[src/rtl/dfi_inj_pkg.sv]
package dfi_inj_pkg;
  localparam int BUS_W   = 32;
  localparam int LANES   = BUS_W / 8;
  localparam int CMD_W   = 6;
  localparam int CMD_CS  = 0;
  localparam int CMD_WE  = 1;
  localparam int CMD_CAS = 2;
  localparam int CMD_RAS = 3;
  localparam int CMD_WEN = 4;
  localparam int CMD_REN = 5;
  localparam int CTRL_CKE = 1;

  typedef enum logic [2:0] {
    RS_CTRL  = 3'd0,
    RS_ISSUE = 3'd1,
    RS_ADDR  = 3'd2,
    RS_BANK  = 3'd3,
    RS_CMD   = 3'd4,
    RS_WDATA = 3'd5,
    RS_NONE  = 3'd7
  } regSel_e;

  typedef struct packed {
    logic              wrEn;
    logic              rdEn;
    regSel_e           sel;
    logic [BUS_W-1:0]  laneMask;
  } busStrobe_t;
endpackage

[src/rtl/dfi_inj_ctrl.sv]
module dfi_inj_ctrl
  import dfi_inj_pkg::*;
#(
  parameter int ADR_W = 8
) (
  input  logic             clk,
  input  logic             rstN,
  input  logic             busCyc,
  input  logic             busStb,
  input  logic             busWe,
  input  logic [ADR_W-1:0] busAdr,
  input  logic [LANES-1:0] busSel,
  output logic             busAck,
  output busStrobe_t       strb
);
  localparam int LAST_IDX = 5;

  logic    req;
  regSel_e selDec;

  assign req = busCyc & busStb & ~busAck;

  always_ff @(posedge clk) begin
    if (!rstN) busAck <= 1'b0;
    else       busAck <= req;
  end

  always_comb begin
    if (busAdr <= ADR_W'(LAST_IDX)) selDec = regSel_e'(busAdr[2:0]);
    else                            selDec = RS_NONE;
  end

  for (genvar g = 0; g < LANES; g++) begin : gLane
    assign strb.laneMask[8*g +: 8] = {8{busSel[g]}};
  end

  assign strb.wrEn = req & busWe;
  assign strb.rdEn = req & ~busWe;
  assign strb.sel  = selDec;
endmodule

[src/rtl/dfi_inj_datapath.sv]
module dfi_inj_datapath
  import dfi_inj_pkg::*;
#(
  parameter int ADDR_W = 14,
  parameter int BANK_W = 3,
  parameter int DATA_W = 16,
  localparam int MASK_W = DATA_W / 8
) (
  input  logic              clk,
  input  logic              rstN,
  input  busStrobe_t        strb,
  input  logic [BUS_W-1:0]  busDatW,
  output logic [BUS_W-1:0]  busDatR,
  output logic              cke,
  output logic              csN,
  output logic              weN,
  output logic              casN,
  output logic              rasN,
  output logic              actN,
  output logic [ADDR_W-1:0] address,
  output logic [BANK_W-1:0] bank,
  output logic [DATA_W-1:0] wrdata,
  output logic [MASK_W-1:0] wrdataMask,
  output logic              wrdataEn,
  output logic              rddataEn
);
  logic              ckeQ;
  logic              issueQ;
  logic [ADDR_W-1:0] addrQ;
  logic [BANK_W-1:0] bankQ;
  logic [CMD_W-1:0]  cmdQ;
  logic [DATA_W-1:0] wdataQ;
  logic [BUS_W-1:0]  rdMux;
  logic [BUS_W-1:0]  ctrlWord;

  function automatic logic [BUS_W-1:0] laneMerge(input logic [BUS_W-1:0] oldV,
                                                 input logic [BUS_W-1:0] newV,
                                                 input logic [BUS_W-1:0] mask);
    return (oldV & ~mask) | (newV & mask);
  endfunction

  assign ctrlWord = BUS_W'(ckeQ) << CTRL_CKE;

  always_ff @(posedge clk) begin
    if (!rstN) begin
      ckeQ   <= 1'b0;
      issueQ <= 1'b0;
      addrQ  <= '0;
      bankQ  <= '0;
      cmdQ   <= '0;
      wdataQ <= '0;
    end else begin
      issueQ <= strb.wrEn && (strb.sel == RS_ISSUE);
      if (strb.wrEn) begin
        unique case (strb.sel)
          RS_CTRL:  ckeQ   <= laneMerge(ctrlWord, busDatW, strb.laneMask)[CTRL_CKE];
          RS_ADDR:  addrQ  <= ADDR_W'(laneMerge(BUS_W'(addrQ), busDatW, strb.laneMask));
          RS_BANK:  bankQ  <= BANK_W'(laneMerge(BUS_W'(bankQ), busDatW, strb.laneMask));
          RS_CMD:   cmdQ   <= CMD_W'(laneMerge(BUS_W'(cmdQ), busDatW, strb.laneMask));
          RS_WDATA: wdataQ <= DATA_W'(laneMerge(BUS_W'(wdataQ), busDatW, strb.laneMask));
          default:  ;
        endcase
      end
    end
  end

  always_comb begin
    unique case (strb.sel)
      RS_CTRL:  rdMux = ctrlWord;
      RS_ADDR:  rdMux = BUS_W'(addrQ);
      RS_BANK:  rdMux = BUS_W'(bankQ);
      RS_CMD:   rdMux = BUS_W'(cmdQ);
      RS_WDATA: rdMux = BUS_W'(wdataQ);
      default:  rdMux = '0;
    endcase
  end

  always_ff @(posedge clk) begin
    if (!rstN)          busDatR <= '0;
    else if (strb.rdEn) busDatR <= rdMux;
  end

  assign cke        = ckeQ;
  assign csN        = ~(issueQ & cmdQ[CMD_CS]);
  assign weN        = ~(issueQ & cmdQ[CMD_WE]);
  assign casN       = ~(issueQ & cmdQ[CMD_CAS]);
  assign rasN       = ~(issueQ & cmdQ[CMD_RAS]);
  assign actN       = 1'b1;
  assign wrdataEn   = issueQ & cmdQ[CMD_WEN];
  assign rddataEn   = issueQ & cmdQ[CMD_REN];
  assign address    = addrQ;
  assign bank       = bankQ;
  assign wrdata     = wdataQ;
  assign wrdataMask = '0;
endmodule

[src/rtl/dfi_phase_injector.sv]
module dfi_phase_injector
  import dfi_inj_pkg::*;
#(
  parameter int ADR_W  = 8,
  parameter int ADDR_W = 14,
  parameter int BANK_W = 3,
  parameter int DATA_W = 16
) (
  input  logic                clk,
  input  logic                rstN,
  input  logic                busCyc,
  input  logic                busStb,
  input  logic                busWe,
  input  logic [ADR_W-1:0]    busAdr,
  input  logic [31:0]         busDatW,
  input  logic [3:0]          busSel,
  output logic [31:0]         busDatR,
  output logic                busAck,
  output logic                cke,
  output logic                csN,
  output logic                weN,
  output logic                casN,
  output logic                rasN,
  output logic                actN,
  output logic [ADDR_W-1:0]   address,
  output logic [BANK_W-1:0]   bank,
  output logic [DATA_W-1:0]   wrdata,
  output logic [DATA_W/8-1:0] wrdataMask,
  output logic                wrdataEn,
  output logic                rddataEn
);
  busStrobe_t strb;

  dfi_inj_ctrl #(.ADR_W(ADR_W)) uCtrl (
    .clk(clk), .rstN(rstN), .busCyc(busCyc), .busStb(busStb), .busWe(busWe),
    .busAdr(busAdr), .busSel(busSel), .busAck(busAck), .strb(strb)
  );

  dfi_inj_datapath #(.ADDR_W(ADDR_W), .BANK_W(BANK_W), .DATA_W(DATA_W)) uData (
    .clk(clk), .rstN(rstN), .strb(strb), .busDatW(busDatW), .busDatR(busDatR),
    .cke(cke), .csN(csN), .weN(weN), .casN(casN), .rasN(rasN), .actN(actN),
    .address(address), .bank(bank), .wrdata(wrdata), .wrdataMask(wrdataMask),
    .wrdataEn(wrdataEn), .rddataEn(rddataEn)
  );
endmodule

[config.mk]
export PLATFORM = sky130hd
export DESIGN_NAME = dfi_phase_injector
export DESIGN_NICKNAME = d
export VERILOG_FILES = /design/src/rtl/dfi_inj_pkg.sv /design/src/rtl/dfi_inj_ctrl.sv /design/src/rtl/dfi_inj_datapath.sv /design/src/rtl/dfi_phase_injector.sv
export SDC_FILE = /design/constraint.sdc
export NUM_CORES = 1
export LEC_CHECK = 0
export ABC_AREA = 1
export BUFFER_PORTS_ARGS = -buffer_cell sky130_fd_sc_hd__buf_2
export CAP_MARGIN = 0
export CELL_PAD_IN_SITES_DETAIL_PLACEMENT = 2
export CELL_PAD_IN_SITES_GLOBAL_PLACEMENT = 2
export CORE_UTILIZATION = 24
export CTS_CLUSTER_SIZE = 14
export DETAILED_ROUTE_END_ITERATION = 7
export GPL_TIMING_DRIVEN = 0
export PLACE_DENSITY = 0.84
export SKIP_LAST_GASP = 1
export SYNTH_ARGS = -nofsm -noshare
export SYNTH_HDL_FRONTEND = slang
export SYNTH_SLANG_ARGS = --single-unit
[constraint.sdc]
create_clock -name clk -period 1.65 [get_ports clk]
set_clock_uncertainty 0.05 [all_clocks]
set_input_delay 0 -clock clk [delete_from_list [all_inputs] [get_ports clk]]
set_output_delay 0 -clock clk [all_outputs]
set_load 0.05 [all_outputs]
Word-level counts from Yosys, hierarchy flattened
Index checks and enable logic that the tools add are counted.
Word-level totals
  register bits: 74
  bits of input ports: 49
  output and inout bits: 76
  logic and storage cells: 51
Operators by class
  order comparisons: 1
  equal/unequal tests: 5
  muxes and demuxes: 2
  bitwise logic cells: 28
  reduce and logical (&&, ||, !) cells: 7
Operators by type and width (number)
  one-hot mux 16 bit (5 select lines): 1
  AND 16 bit: 2
  inverter 16 bit: 1
  bitwise OR 16 bit: 1
  AND 14 bit: 1
  bitwise OR 14 bit: 1
  AND 1 bit: 10
  AND reduction 2 bit: 5
  <= comparator 8 x 3 -> 1 bit, second input constant: 1
  AND 6 bit: 1
  equality test 3 x 2 -> 1 bit, second input constant: 2
  equality test 3 bit, second input constant: 2
  inverter 1 bit: 6
  bitwise OR 6 bit: 1
  AND 3 bit: 1
  equality test 3 x 1 -> 1 bit, second input constant: 1
  logical NOT 3 bit: 1
  2-to-1 mux 3 bit: 1
  bitwise OR 3 bit: 1
  AND 2 bit: 1
  bitwise OR 2 bit: 1
  logical AND 1 bit: 1

Depth between registers and ports, before layout
Gate-level depths: netlist of run 1.
  depth in word-level cells: 4
  depth in mapped cells: 11
  mapped depth without buffers: 11

Modules after synthesis
From an unflattened synthesis of run 1, not the netlist that was laid out.
Unflattened totals
  cell total of the unflattened synthesis: 428
  area total of the unflattened synthesis: 3091.7 µm²
Modules (own cells, without submodules)
  dfi_inj_datapath: times used 1, cells an instance 376, area an instance 2751.4 µm², seq. area each 1141.1 µm²
  dfi_inj_ctrl: times used 1, cells an instance 52, area an instance 340.3 µm², seq. area each 20.0 µm²

Worst setup path after synthesis of run 1
OpenSTA, ideal clock, no wires.
  kind: flip-flop to flip-flop
  start: reg uCtrl.busAck
  end: reg uData.busDatR[0]
  setup time: 132 ps
  arrival: 1440 ps
  data required time: 1468 ps
  path slack: 27 ps
  stages on the path, launching flop included: 8
  path buffers: 1
  period minus slack after synthesis: 1623 ps
  cells stage by stage: dfxtp_1 > nor2_1 > inv_1 > nor2_2 > inv_1 > clkbuf_1 > nand2_1 > a21oi_1
Between the ends
  longest elaborated chain between the ends: 3
RTL lines
  start, declared: RTL line dfi_inj_ctrl.sv:13  | output logic busAck,
  start signal, assigned: RTL line dfi_inj_ctrl.sv:25  | else busAck <= req;
  inverter 1 bit: RTL line dfi_inj_ctrl.sv:21  | assign req = busCyc & busStb & ~busAck;
  AND 1 bit: RTL line dfi_inj_ctrl.sv:21
  AND 1 bit: RTL line dfi_inj_ctrl.sv:38  | assign strb.rdEn = req & ~busWe;
  end signal, assigned: RTL line dfi_inj_datapath.sv:80  | else if (strb.rdEn) busDatR <= rdMux;
  end, declared: RTL line dfi_inj_datapath.sv:13  | output logic [BUS_W-1:0] busDatR,
No other way between the ends.
A chain may end at the register's enable or synchronous reset.

==> results of run 1 <==
logic make-up (layout without fill, tap and decap cells):
family | Yosys count | after routing
flops | 58 | 58
buf+inv | 70 | 195
compound gates | 83 | 83
other cells | 2 | 19
simple gates | 147 | 147
metal layers:
layer,vias up,global-route usage [%],part of all wire (%)
met2,102,33.69,49
li1,1400,-,-
met5,-,0,0
met4,0,11.35,4.0
met3,31,4.681,4.8
met1,1472,23.66,42
power groups by stage:
stage / Clock [mW] / Sequential (mW) / Combinational (mW)
final: 1.72 / 1.41 / 0.356
after global routing: 1.80 / 1.41 / 0.379
after CTS: 1.71 / 1.40 / 0.337
after detailed placement: 0 / 1.44 / 0.298
after global placement: 0 / 1.44 / 0.290
after floorplan: 0 / 1.45 / 0.196
critical path: cells and delay by family, from the launching register on:
kind | cells | cell delay [ps]
simple gates | 5 | 670
compound gates | 1 | 190
flops | 1 | 360
buf+inv | 1 | 200
area by class of cell:
class	instances	share of cell area, %
clock inverters	5	2.614
well taps	136	4.444
clock buffers	11	3.954
plain buffers	31	5.915
repair buffers	110	17.58
inverters	38	3.889
flip-flops and latches	58	30.33
multi-input cells	249	31.27
cells in the mapped netlist, types with 3 or more instances:
| cell | number |
|---|---|
| inv_2 | 3 |
| o21ai_0 | 29 |
| inv_1 | 33 |
| buf_6 | 4 |
| buf_4 | 20 |
| nand4_1 | 9 |
| o22ai_1 | 7 |
| nand3_1 | 11 |
| nor2_1 | 57 |
| nand2_1 | 59 |
| o21ai_1 | 10 |
| o21ai_2 | 3 |
| dfxtp_1 | 58 |
| a21oi_1 | 31 |
| nor2_2 | 3 |
| clkbuf_1 | 7 |
metrics by stage:
step	area [µm²]	power [mW]	setup TNS [ps]	utilization, %	hold slack (ps)
2_1_floorplan	2703	1.645	0	-	26.13
3_3_place_gp	3303	1.727	-941.8	31.43	190.6
3_5_place_dp	3303	1.734	-1966	31.43	207.7
4_1_cts	3765	3.454	0	35.83	23.22
5_1_grt	3829	3.583	-16.56	36.43	69.03
6_report	3829	3.483	0	36.43	35.22
cells in the final DEF (no fill, tap or decap), types with 11 or more instances in the layout:
master and n:
buf_4 23, nand2_1 58, inv_1 32, conb_1 19, nor2_1 55, clkbuf_8 11, dfxtp_1 58, dlygate4sd3_1 20
a21oi_1 31, o21ai_0 29, buf_2 87
repair_timing:
item	4_1_cts	5_1_grt
endpoints found under the hold margin	46	0
pin swaps	0	2
hold buffers	20	0
setup buffers	0	4
setup endpoints to repair	23	56
gates resized for setup	4	7
how the worst max path moves through the flow:
stage | cells past startpoint | end | slack [ps] | from
finish | 7 | register | 50 | uCtrl.busAck
global route | 4 | uData.issueQ | -9 | uCtrl.busAck
CTS | 7 | register | 20 | uCtrl.busAck
detailed placement | 7 | uData.busDatR[11] | -140 | uCtrl.busAck
global placement | 7 | uData.busDatR[0] | -90 | uCtrl.busAck
floorplan | 7 | uData.busDatR[0] | 30 | uCtrl.busAck
==> metrics.yaml, run 1 <==
synthesis:
  syn_avg_cell_area_um2: 7.330
  synthAdderAreaFrac_pct: 0
  netlist_area_mm2: 0.002639
  synth.top_cells.by_area: "dfxtp_1 (44%), nand2_1 (8.4%), nor2_1 (8.1%)"
  synth_compound_area_share_pct: 16.97
  synthArstFlopShare_pct: 0
  synth-edff-count: 0
  seq_area_frac_synth_pct: 44.00
  synth_top_family_by_area: "simple AND/OR/NAND/NOR gates"
  synth_xor_area_share_pct: 0
  synthSimpleGateAreaFrac_pct: 24.66
  synth_top_cell_by_area: "dfxtp_1"
  ys.flop_type: "dfxtp_1"
  synth_seq_cells: 58
  netlist_instances: 360
  yosysWarnings: 0
  yosysTopAreaCellShare_pct: 44.00
  synth_cell_types: 27
  synthMuxAreaShare_pct: 0
critical_path:
  crit_path_end_kind: "register"
  reg2reg_depth: 7
  cp_common_cell: "nor2_4"
  cp.arrival_ps: 1780
  worst_path_max_delay_cell: "dfxtp_1"
  cp.required_ps: 1830
  critPathKind: "register to register"
  slowest_delay_ps: 360
  reg2reg_from: "uCtrl.busAck"
  cp_cell_sequence: "nor2_4 > nand2_2 > nor2_4 > nand2_1 > buf_4 > o21ai_1 > nor2_1"
  startpoint_type: "register"
  cp_max_fo: 10
  r2r_slack_ps: 50
power_and_ir_drop:
  p_int_mw: 2.601
  clkPwrFrac_pct: 49.4
  combPwrFrac_pct: 10.2
  p_leak_nw: 1.797
  ir_drop_v: 0.0004165
  switching_share_pct: 25.34
  powerDensity_mw_per_mm2: 909.7
  p_sw_uw: 882.5
  seqPwrFrac_pct: 40.3
die:
  die-height_um: 106.9
  rows: 37
  core-area_mm2: 0.01051
  die_x_um: 106.9
  io_pins: 125
  initial_utilization_pct: 25.11
  dieArea_mm2: 0.01142
sta:
  period_needed_ps: 1601
  setup_viol: 0
  max-slew-margin-rel_pct: 60.36
  fin_crit_sh_pct: 97.06
  tightestPinTransition_ps: 594.6
  timing.final.max_slew_violations: 0
  finalHoldViolations: 0
  setup_slack_ps: 48.56
  fmaxAchievable_mhz: 624.4
status:
  status: "finished clean"
placed_design:
  dp_hpwl_um: 7622
  gp_congestion: 0.7590
  portBuffers: 86
  place_worst_setup_slack_ps: -143.3
  dp.cells: 599
layout:
  fin_nets: 546
  seqCellArea_mm2: 0.001161
  area_growth_syn_to_layout_pct: 45.09
  stdcell_count: 638
  antenna_cells: 0
  drive_gt1_share_pct: 30.88
  multiInputGateArea_mm2: 0.001197
  fillers: 1224
clock_tree:
  clk_latency_ps: 360
  h-tree-depth: 3
  cts_inserted_buffers: 9
  clk_pin_slew_worst_paths_ps: 80
  clock_path_buffers: 2
  cts_root_buffer: "clkbuf_8"
  cts_sinks: 58
  cts_tree: "yes"
min_path:
  min_path_type: "input port to register"
  hold_start: "busAdr[4]"
  hold_end: "uData.busDatR[12]"
  hold_depth: 6
global_routing:
  groute.usage.overall_pct: 20.16
  grt_max_degree: 15
  grt_pass1_vias: 3248
  grt_pass1_wl_um: 17310
  gr-total-overflow: 0
  antenna_found_initial: 0
drt:
  detail-route-antenna-nets: 0
  vias_per_cell: 4.710
  wl_per_cell_um: 17.96
  num_vias: 3005
  drc: 0
  drt_iter0_markers: 71
  firstDrtPassIters: 4
  wirelength_um: 11460
run:
  cap_viol_max_count: 0
Note: power is estimated with default switching activity, not from simulation.
==> inputs of run 2 (changes only) <==
--- a/config.mk
+++ b/config.mk
@@ -10,7 +10,7 @@
 export CAP_MARGIN = 0
 export CELL_PAD_IN_SITES_DETAIL_PLACEMENT = 2
 export CELL_PAD_IN_SITES_GLOBAL_PLACEMENT = 2
-export CORE_UTILIZATION = 24
+export CORE_UTILIZATION = 25
 export CTS_CLUSTER_SIZE = 14
 export DETAILED_ROUTE_END_ITERATION = 7
 export GPL_TIMING_DRIVEN = 0
@@ -18,4 +18,5 @@
 export SKIP_LAST_GASP = 1
 export SYNTH_ARGS = -nofsm -noshare
 export SYNTH_HDL_FRONTEND = slang
+export SYNTH_HIERARCHICAL = 1
 export SYNTH_SLANG_ARGS = --single-unit
==> run 2 against run 1 <==
The flow now finishes with violations (DRC, setup timing). Sequential share of layout area down 6.3 points. Critical path depth increased by 1. Sequential power about the same. Core utilization up 5.5 points. Power increased by 8.4%. Routed wire length increased by 38%. Clock power rose by 11%. Highest routed layer unchanged. Count of clock-buffer cells in the layout is 1 lower.
==> metrics.yaml, run 2 <==
sta:
  fmaxAchievable_mhz: 539.0  # -14%
  max-slew-margin-rel_pct: 38.49  # -22 points
  period_needed_ps: 1855  # +253.7 ps
  setup_viol: 34  # +34
  finalHoldViolations: 0  # unchanged
  worst_hold_slack_ps: 31.95  # -3.269 ps
  fin_crit_sh_pct: 112.4  # +15 points
  setup_slack_ps: -205.1  # -253.7 ps
  rsz0062_at_grt: "true"
  tightestPinTransition_ps: 922.6  # +328.0 ps
  tns_ps: -4188  # -4188 ps
  timing.final.max_slew_violations: 0  # unchanged
synthesis:
  netlist_instances: 412  # +14%
  yosysWarnings: 6  # +6
  syn_avg_cell_area_um2: 7.213  # -1.6%
  netlist_area_mm2: 0.002972  # +13%
run:
  cap_viol_max_count: 0  # unchanged
power_and_ir_drop:
  seqPwrFrac_pct: 37.2  # -3.1 points
  p_int_mw: 2.730  # +5.0%
  switching_share_pct: 27.72  # +2.4 points
  powerDensity_mw_per_mm2: 782.3  # -14%
  power_mw: 3.777  # +8.4%
  clkPwrFrac_pct: 50.5  # +1.1 points
  ir_drop_v: 0.0004953  # +19%
  p_leak_nw: 2.082  # +16%
  p_sw_mw: 1.047  # +19%
  combPwrFrac_pct: 12.2  # +2.0 points
critical_path:
  crit_path_end_kind: "register"
  critPathKind: "register to register"
  r2r_slack_ps: -210  # -250 ps
  cp_max_fo: 10  # unchanged
  cp.required_ps: 1860  # +30 ps
  cp.arrival_ps: 2060  # +280 ps
  startpoint_type: "register"
drt:
  num_vias: 3528  # +17%
  wl_per_cell_um: 21.87  # +22%
  detail-route-antenna-nets: 0  # unchanged
  vias_per_cell: 4.893  # +3.9%
  drt_iter0_markers: 157  # +120%
  firstDrtPassIters: 8  # +4
  drc: 16  # +16
  wirelength_um: 15770  # +38%
layout:
  final_cell_mix: "buf_2 (85), nand2_1 (85), dfxtp_1 (57)"
  antenna_cells: 0  # unchanged
  fillers: 1312  # +7.2%
  multiInputGateArea_mm2: 0.001690  # +41%
  seqCellArea_mm2: 0.001162  # +0.11%
  fin_nets: 622  # +14%
  area_growth_syn_to_layout_pct: 62.48
  drive_gt1_share_pct: 44.64  # +14 points
die:
  rows: 39  # +5.4%
  die-height_um: 111.0  # +3.9%
  initial_utilization_pct: 25.80  # +0.69 points
  io_pins: 125  # unchanged
  core-area_mm2: 0.01152  # +9.6%
  dieArea_mm2: 0.01233  # +8.0%
  die_x_um: 111.0  # +3.9%
clock_tree:
  cts_root_buffer: "clkbuf_16"
  clk_pin_slew_worst_paths_ps: 60  # -20 ps
  clock_path_buffers: 2  # unchanged
  h-tree-depth: 3  # unchanged
  cts_tree: "yes"
  cts_sinks: 58  # unchanged
  cts_inserted_buffers: 9  # unchanged
  clk_latency_ps: 340  # -20 ps
placed_design:
  portBuffers: 85  # -1.2%
  gp_congestion: 0.7641  # +0.67%
  dp_hpwl_um: 8607  # +13%
status:
  status: "finished, violations left"
  violations: "DRC, setup timing"
global_routing:
  grt_max_degree: 11  # -4
  gr-total-overflow: 0  # unchanged
  antenna_found_initial: 0  # unchanged
  grt_pass1_wl_um: 23110  # +33%
  grt_pass1_vias: 3939  # +21%
  groute.usage.overall_pct: 25.14  # +5.0 points
min_path:
  min_path_type: "input port to register"
run 2: cell count changes in the layout (fill, tap and decap cells not counted), moves of 13 or more:
cell	delta
nand3_1	+15
a21oi_2	+15
nor2_1	-51
o21ai_0	-16
nand2_1	+27
nand3_2	+13
buf_4	+23
nand2_4	+13
run 2: final cells by class:
cell class | count | area share, %
plain buffers | 49 | 8.292
clock buffers | 10 | 4.742
clock inverters | 6 | 1.192
inverters | 38 | 3.110
multi-input cells | 284 | 35.01
flip-flops and latches | 58 | 24.07
well taps | 143 | 3.706
repair buffers | 133 | 19.88
run 2: what timing repair did:
action,CTS,global route
setup endpoints to repair,48,50
cloned,2,1
hold buffers,22,4
hold endpoints to repair,42,10
setup buffers,17,7
pin swaps,14,17
gates resized for setup,54,66
run 2: per-layer routing:
metal | wire length, µm | global-route usage [%] | vias to the layer above
met1 | 6634 | 29.08 | 1767
met5 | 0 | 0 | -
met4 | 459 | 14.41 | 0
li1 | - | - | 1605
met3 | 591 | 3.007 | 30
met2 | 8085 | 44.74 | 126
run 2: critical path: stages (launching register included):
cell and delay [ps]:
dfxtp_2 310, nand3b_1 220, nor2_4 190, clkinvlp_4 180
buf_6 160, nor2_4 110, buf_4 230, nand3_1 100
a21oi_1 230
run 2: per-stage QoR:
step           worst slack (ps)  cell area [µm²]  cells  util [%]
2_1_floorplan             34.61             3037    429         -
3_3_place_gp             -285.2             3641    657     31.62
3_5_place_dp             -371.3             3641    657     31.62
4_1_cts                  -135.1             4498    714     39.06
5_1_grt                  -279.8             4828    721     41.93
6_report                 -205.1             4828    721     41.93
run 2: worst paths after layout:
kind | from | to | cells after the start
hold / removal | busSel[0] | register | 4
setup / recovery | uCtrl/busAck | register | 8
hold reg to reg | uData/busDatR[0] | uData/busDatR[0] | 2
setup reg to reg | uCtrl/busAck | register | 8
run 2: power groups by stage:
| stage | Combinational, mW | Sequential (mW) | Clock, mW |
|---|---|---|---|
| after floorplan | 0.222 | 1.45 | 0 |
| after global placement | 0.314 | 1.44 | 0 |
| after detailed placement | 0.323 | 1.44 | 0 |
| after CTS | 0.397 | 1.41 | 1.88 |
| after global routing | 0.482 | 1.41 | 1.99 |
| final | 0.462 | 1.41 | 1.91 |
==> inputs of run 3 (changes only) <==
--- a/config.mk
+++ b/config.mk
@@ -10,11 +10,11 @@
 export CAP_MARGIN = 0
 export CELL_PAD_IN_SITES_DETAIL_PLACEMENT = 2
 export CELL_PAD_IN_SITES_GLOBAL_PLACEMENT = 2
-export CORE_UTILIZATION = 25
+export CORE_UTILIZATION = 23
 export CTS_CLUSTER_SIZE = 14
 export DETAILED_ROUTE_END_ITERATION = 7
 export GPL_TIMING_DRIVEN = 0
-export PLACE_DENSITY = 0.84
+export PLACE_DENSITY = 0.78
 export SKIP_LAST_GASP = 1
 export SYNTH_ARGS = -nofsm -noshare
 export SYNTH_HDL_FRONTEND = slang
==> run 3 against run 2 <==
The flow finishes with violations (setup timing). Core utilization fell by 6.2 points. Worst setup slack improved by 54 ps. Clock power rose by 15%. Non-clock buffer count fell by 19. Sequential share of layout area is 1.7 points higher. Power increased by 6.0%. Combinational power down 13%. Die area increased by 8.5%. Design area fell by 6.7%. Count of clock-buffer cells in the layout unchanged. Highest routed layer unchanged.
==> metrics.yaml, run 3 (same netlist as run 2, synthesis figures left out) <==
layout:
  utilization_pct: 35.70  # -6.2 points
  area_growth_syn_to_layout_pct: 51.62
  fin_area_mm2: 0.004506  # -6.7%
  fillers: 1530  # +17%
  seqCellArea_mm2: 0.001162  # unchanged
  final_common_cell: "nand2_1"
  final_cell_mix: "nand2_1 (96), buf_2 (88), dfxtp_1 (57)"
  multiInputGateArea_mm2: 0.001535  # -9.2%
  fin_nets: 603  # -3.1%
  drive_gt1_share_pct: 39.43  # -5.2 points
clock_tree:
  clock_path_buffers: 2  # unchanged
  h-tree-depth: 3  # unchanged
  cts_tree: "yes"
  clk_pin_slew_worst_paths_ps: 50  # about the same
  cts_sinks: 58  # unchanged
  cts_root_buffer: "clkbuf_16"
  cts_inserted_buffers: 9  # unchanged
  clk_latency_ps: 340  # about the same
power_and_ir_drop:
  p_sw_uw: 958.7  # -8.4%
  seqPwrFrac_pct: 35.2  # -2.0 points
  combPwrFrac_pct: 10.1  # -2.1 points
  switching_share_pct: 23.95  # -3.8 points
  clkPwrFrac_pct: 54.8  # +4.3 points
  p_leak_nw: 1.901  # -8.7%
  power_mw: 4.003  # +6.0%
  powerDensity_mw_per_mm2: 888.4  # +14%
  p_int_mw: 3.044  # +12%
  ir_drop_v: 0.0005159  # +4.2%
global_routing:
  groute.usage.overall_pct: 19.28  # -5.9 points
  grt_max_degree: 11  # unchanged
  antenna_found_initial: 1  # +1
  gr-total-overflow: 0  # unchanged
  grt_pass1_vias: 3544  # -10%
  grt_pass1_wl_um: 19040  # -18%
drt:
  drc: 0  # -16
  detail-route-antenna-nets: 0  # unchanged
  num_vias: 3302  # -6.4%
  wl_per_cell_um: 18.66  # -15%
  vias_per_cell: 4.517  # -7.7%
  firstDrtPassIters: 6  # -2
  wirelength_um: 13640  # -14%
  drt_iter0_markers: 168  # +7.0%
die:
  rows: 41  # +5.1%
  io_pins: 125  # unchanged
  dieArea_mm2: 0.01338  # +8.5%
  core-area_mm2: 0.01262  # +9.6%
  die_x_um: 115.7  # +4.2%
  die-height_um: 115.7  # +4.2%
  initial_utilization_pct: 23.55  # -2.3 points
status:
  status: "finished, violations left"
  violations: "setup timing"
critical_path:
  cp_common_cell: "nor2_4"
  cp.required_ps: 1800  # -60 ps
  cp_max_fo: 4  # -6
  cp.arrival_ps: 1950  # -110 ps
  crit_path_end_kind: "register"
  cpLargestDelayFamily: "simple AND/OR/NAND/NOR gates"
  crit_buf_inv: 2  # -1
  slowest_delay_ps: 310  # about the same
  worst_path_max_delay_cell: "dfxtp_2"
  cp_cell_sequence: "nand3b_1 > nor2_4 > inv_4 > nor2_4 > buf_4 > nand2_1 > o21ai_1 > a21oi_1"
  startpoint_type: "register"
  critPathKind: "register to register"
min_path:
  min_path_type: "input port to register"
sta:
  worst_hold_slack_ps: 65.10  # +33.15 ps
  fmaxAchievable_mhz: 555.2  # +3.0%
  finalHoldViolations: 0  # unchanged
  setup_viol: 15  # -56%
  setup_slack_ps: -151.1  # +54.02 ps
  period_needed_ps: 1801  # -54.02 ps
  timing.final.max_slew_violations: 0  # unchanged
  tightestPinTransition_ps: 788.6  # -134.0 ps
  fin_crit_sh_pct: 109.2  # -3.3 points
  rsz0062_at_grt: "true"
  max-slew-margin-rel_pct: 47.43  # +8.9 points
placed_design:
  dp_hpwl_um: 8503  # -1.2%
  portBuffers: 85  # unchanged
  gp_congestion: 0.7851  # +2.7%
  place_area_mm2: 0.003677  # +1.0%
run:
  cap_viol_max_count: 0  # unchanged
run 3: routing by layer:
metal / vias up / track usage (%) / share of wire (%)
li1: 1572 / - / -
met1: 1618 / 21.74 / 41
met2: 90 / 34.69 / 53
met3: 22 / 3.766 / 3.6
met4: 0 / 9.573 / 2.2
met5: - / 0 / 0
run 3: worst min-delay path: stages:
cell     delay (ps)
buf_2            90
nor2_1           50
buf_6           140
nand2_1          60
a21oi_1          50
run 3: layout make-up:
| class | instances | area share [%] |
|---|---|---|
| buffer | 49 | 8.359 |
| tap | 172 | 4.776 |
| multi-input combinational | 284 | 34.07 |
| sequential | 58 | 25.80 |
| clock buffer | 10 | 5.304 |
| clock inverter | 5 | 2.277 |
| antenna | 1 | 0.05554 |
| inverter | 38 | 3.277 |
| timing repair buffer | 114 | 16.08 |
run 3: timing repair:
action	CTS	global route
resized for setup	14	51
pin swaps	3	11
gates cloned	0	1
hold buffers	19	0
setup buffers	6	3
hold endpoints to repair	42	0
endpoints found under the setup margin	48	44
run 3: worst paths after layout:
check | end | slack (ps) | depth (start not counted) | from
max | register | -150 | 8 | uCtrl/busAck
min | uData/busDatR[1] | 70 | 5 | busWe
max reg2reg | register | -150 | 8 | uCtrl/busAck
min reg2reg | register | 420 | 2 | register
run 3: through the flow:
| step | TNS, ps | std cells | setup slack [ps] |
|---|---|---|---|
| finish | -811.6 | 731 | -151.1 |
| floorplan | 0 | 429 | 34.61 |
| CTS | -7.634 | 726 | -7.634 |
| detailed placement | -14200 | 686 | -403.0 |
| global route | -2878 | 730 | -204.3 |
| global placement | -8789 | 686 | -301.3 |
run 3: power groups by stage:
stage / logic (mW) / registers (mW) / clock network (mW)
2_1_floorplan: 0.222 / 1.45 / 0
3_3_place_gp: 0.314 / 1.44 / 0
3_5_place_dp: 0.323 / 1.44 / 0
4_1_cts: 0.372 / 1.41 / 2.22
5_1_grt: 0.424 / 1.41 / 2.29
6_report: 0.402 / 1.41 / 2.19
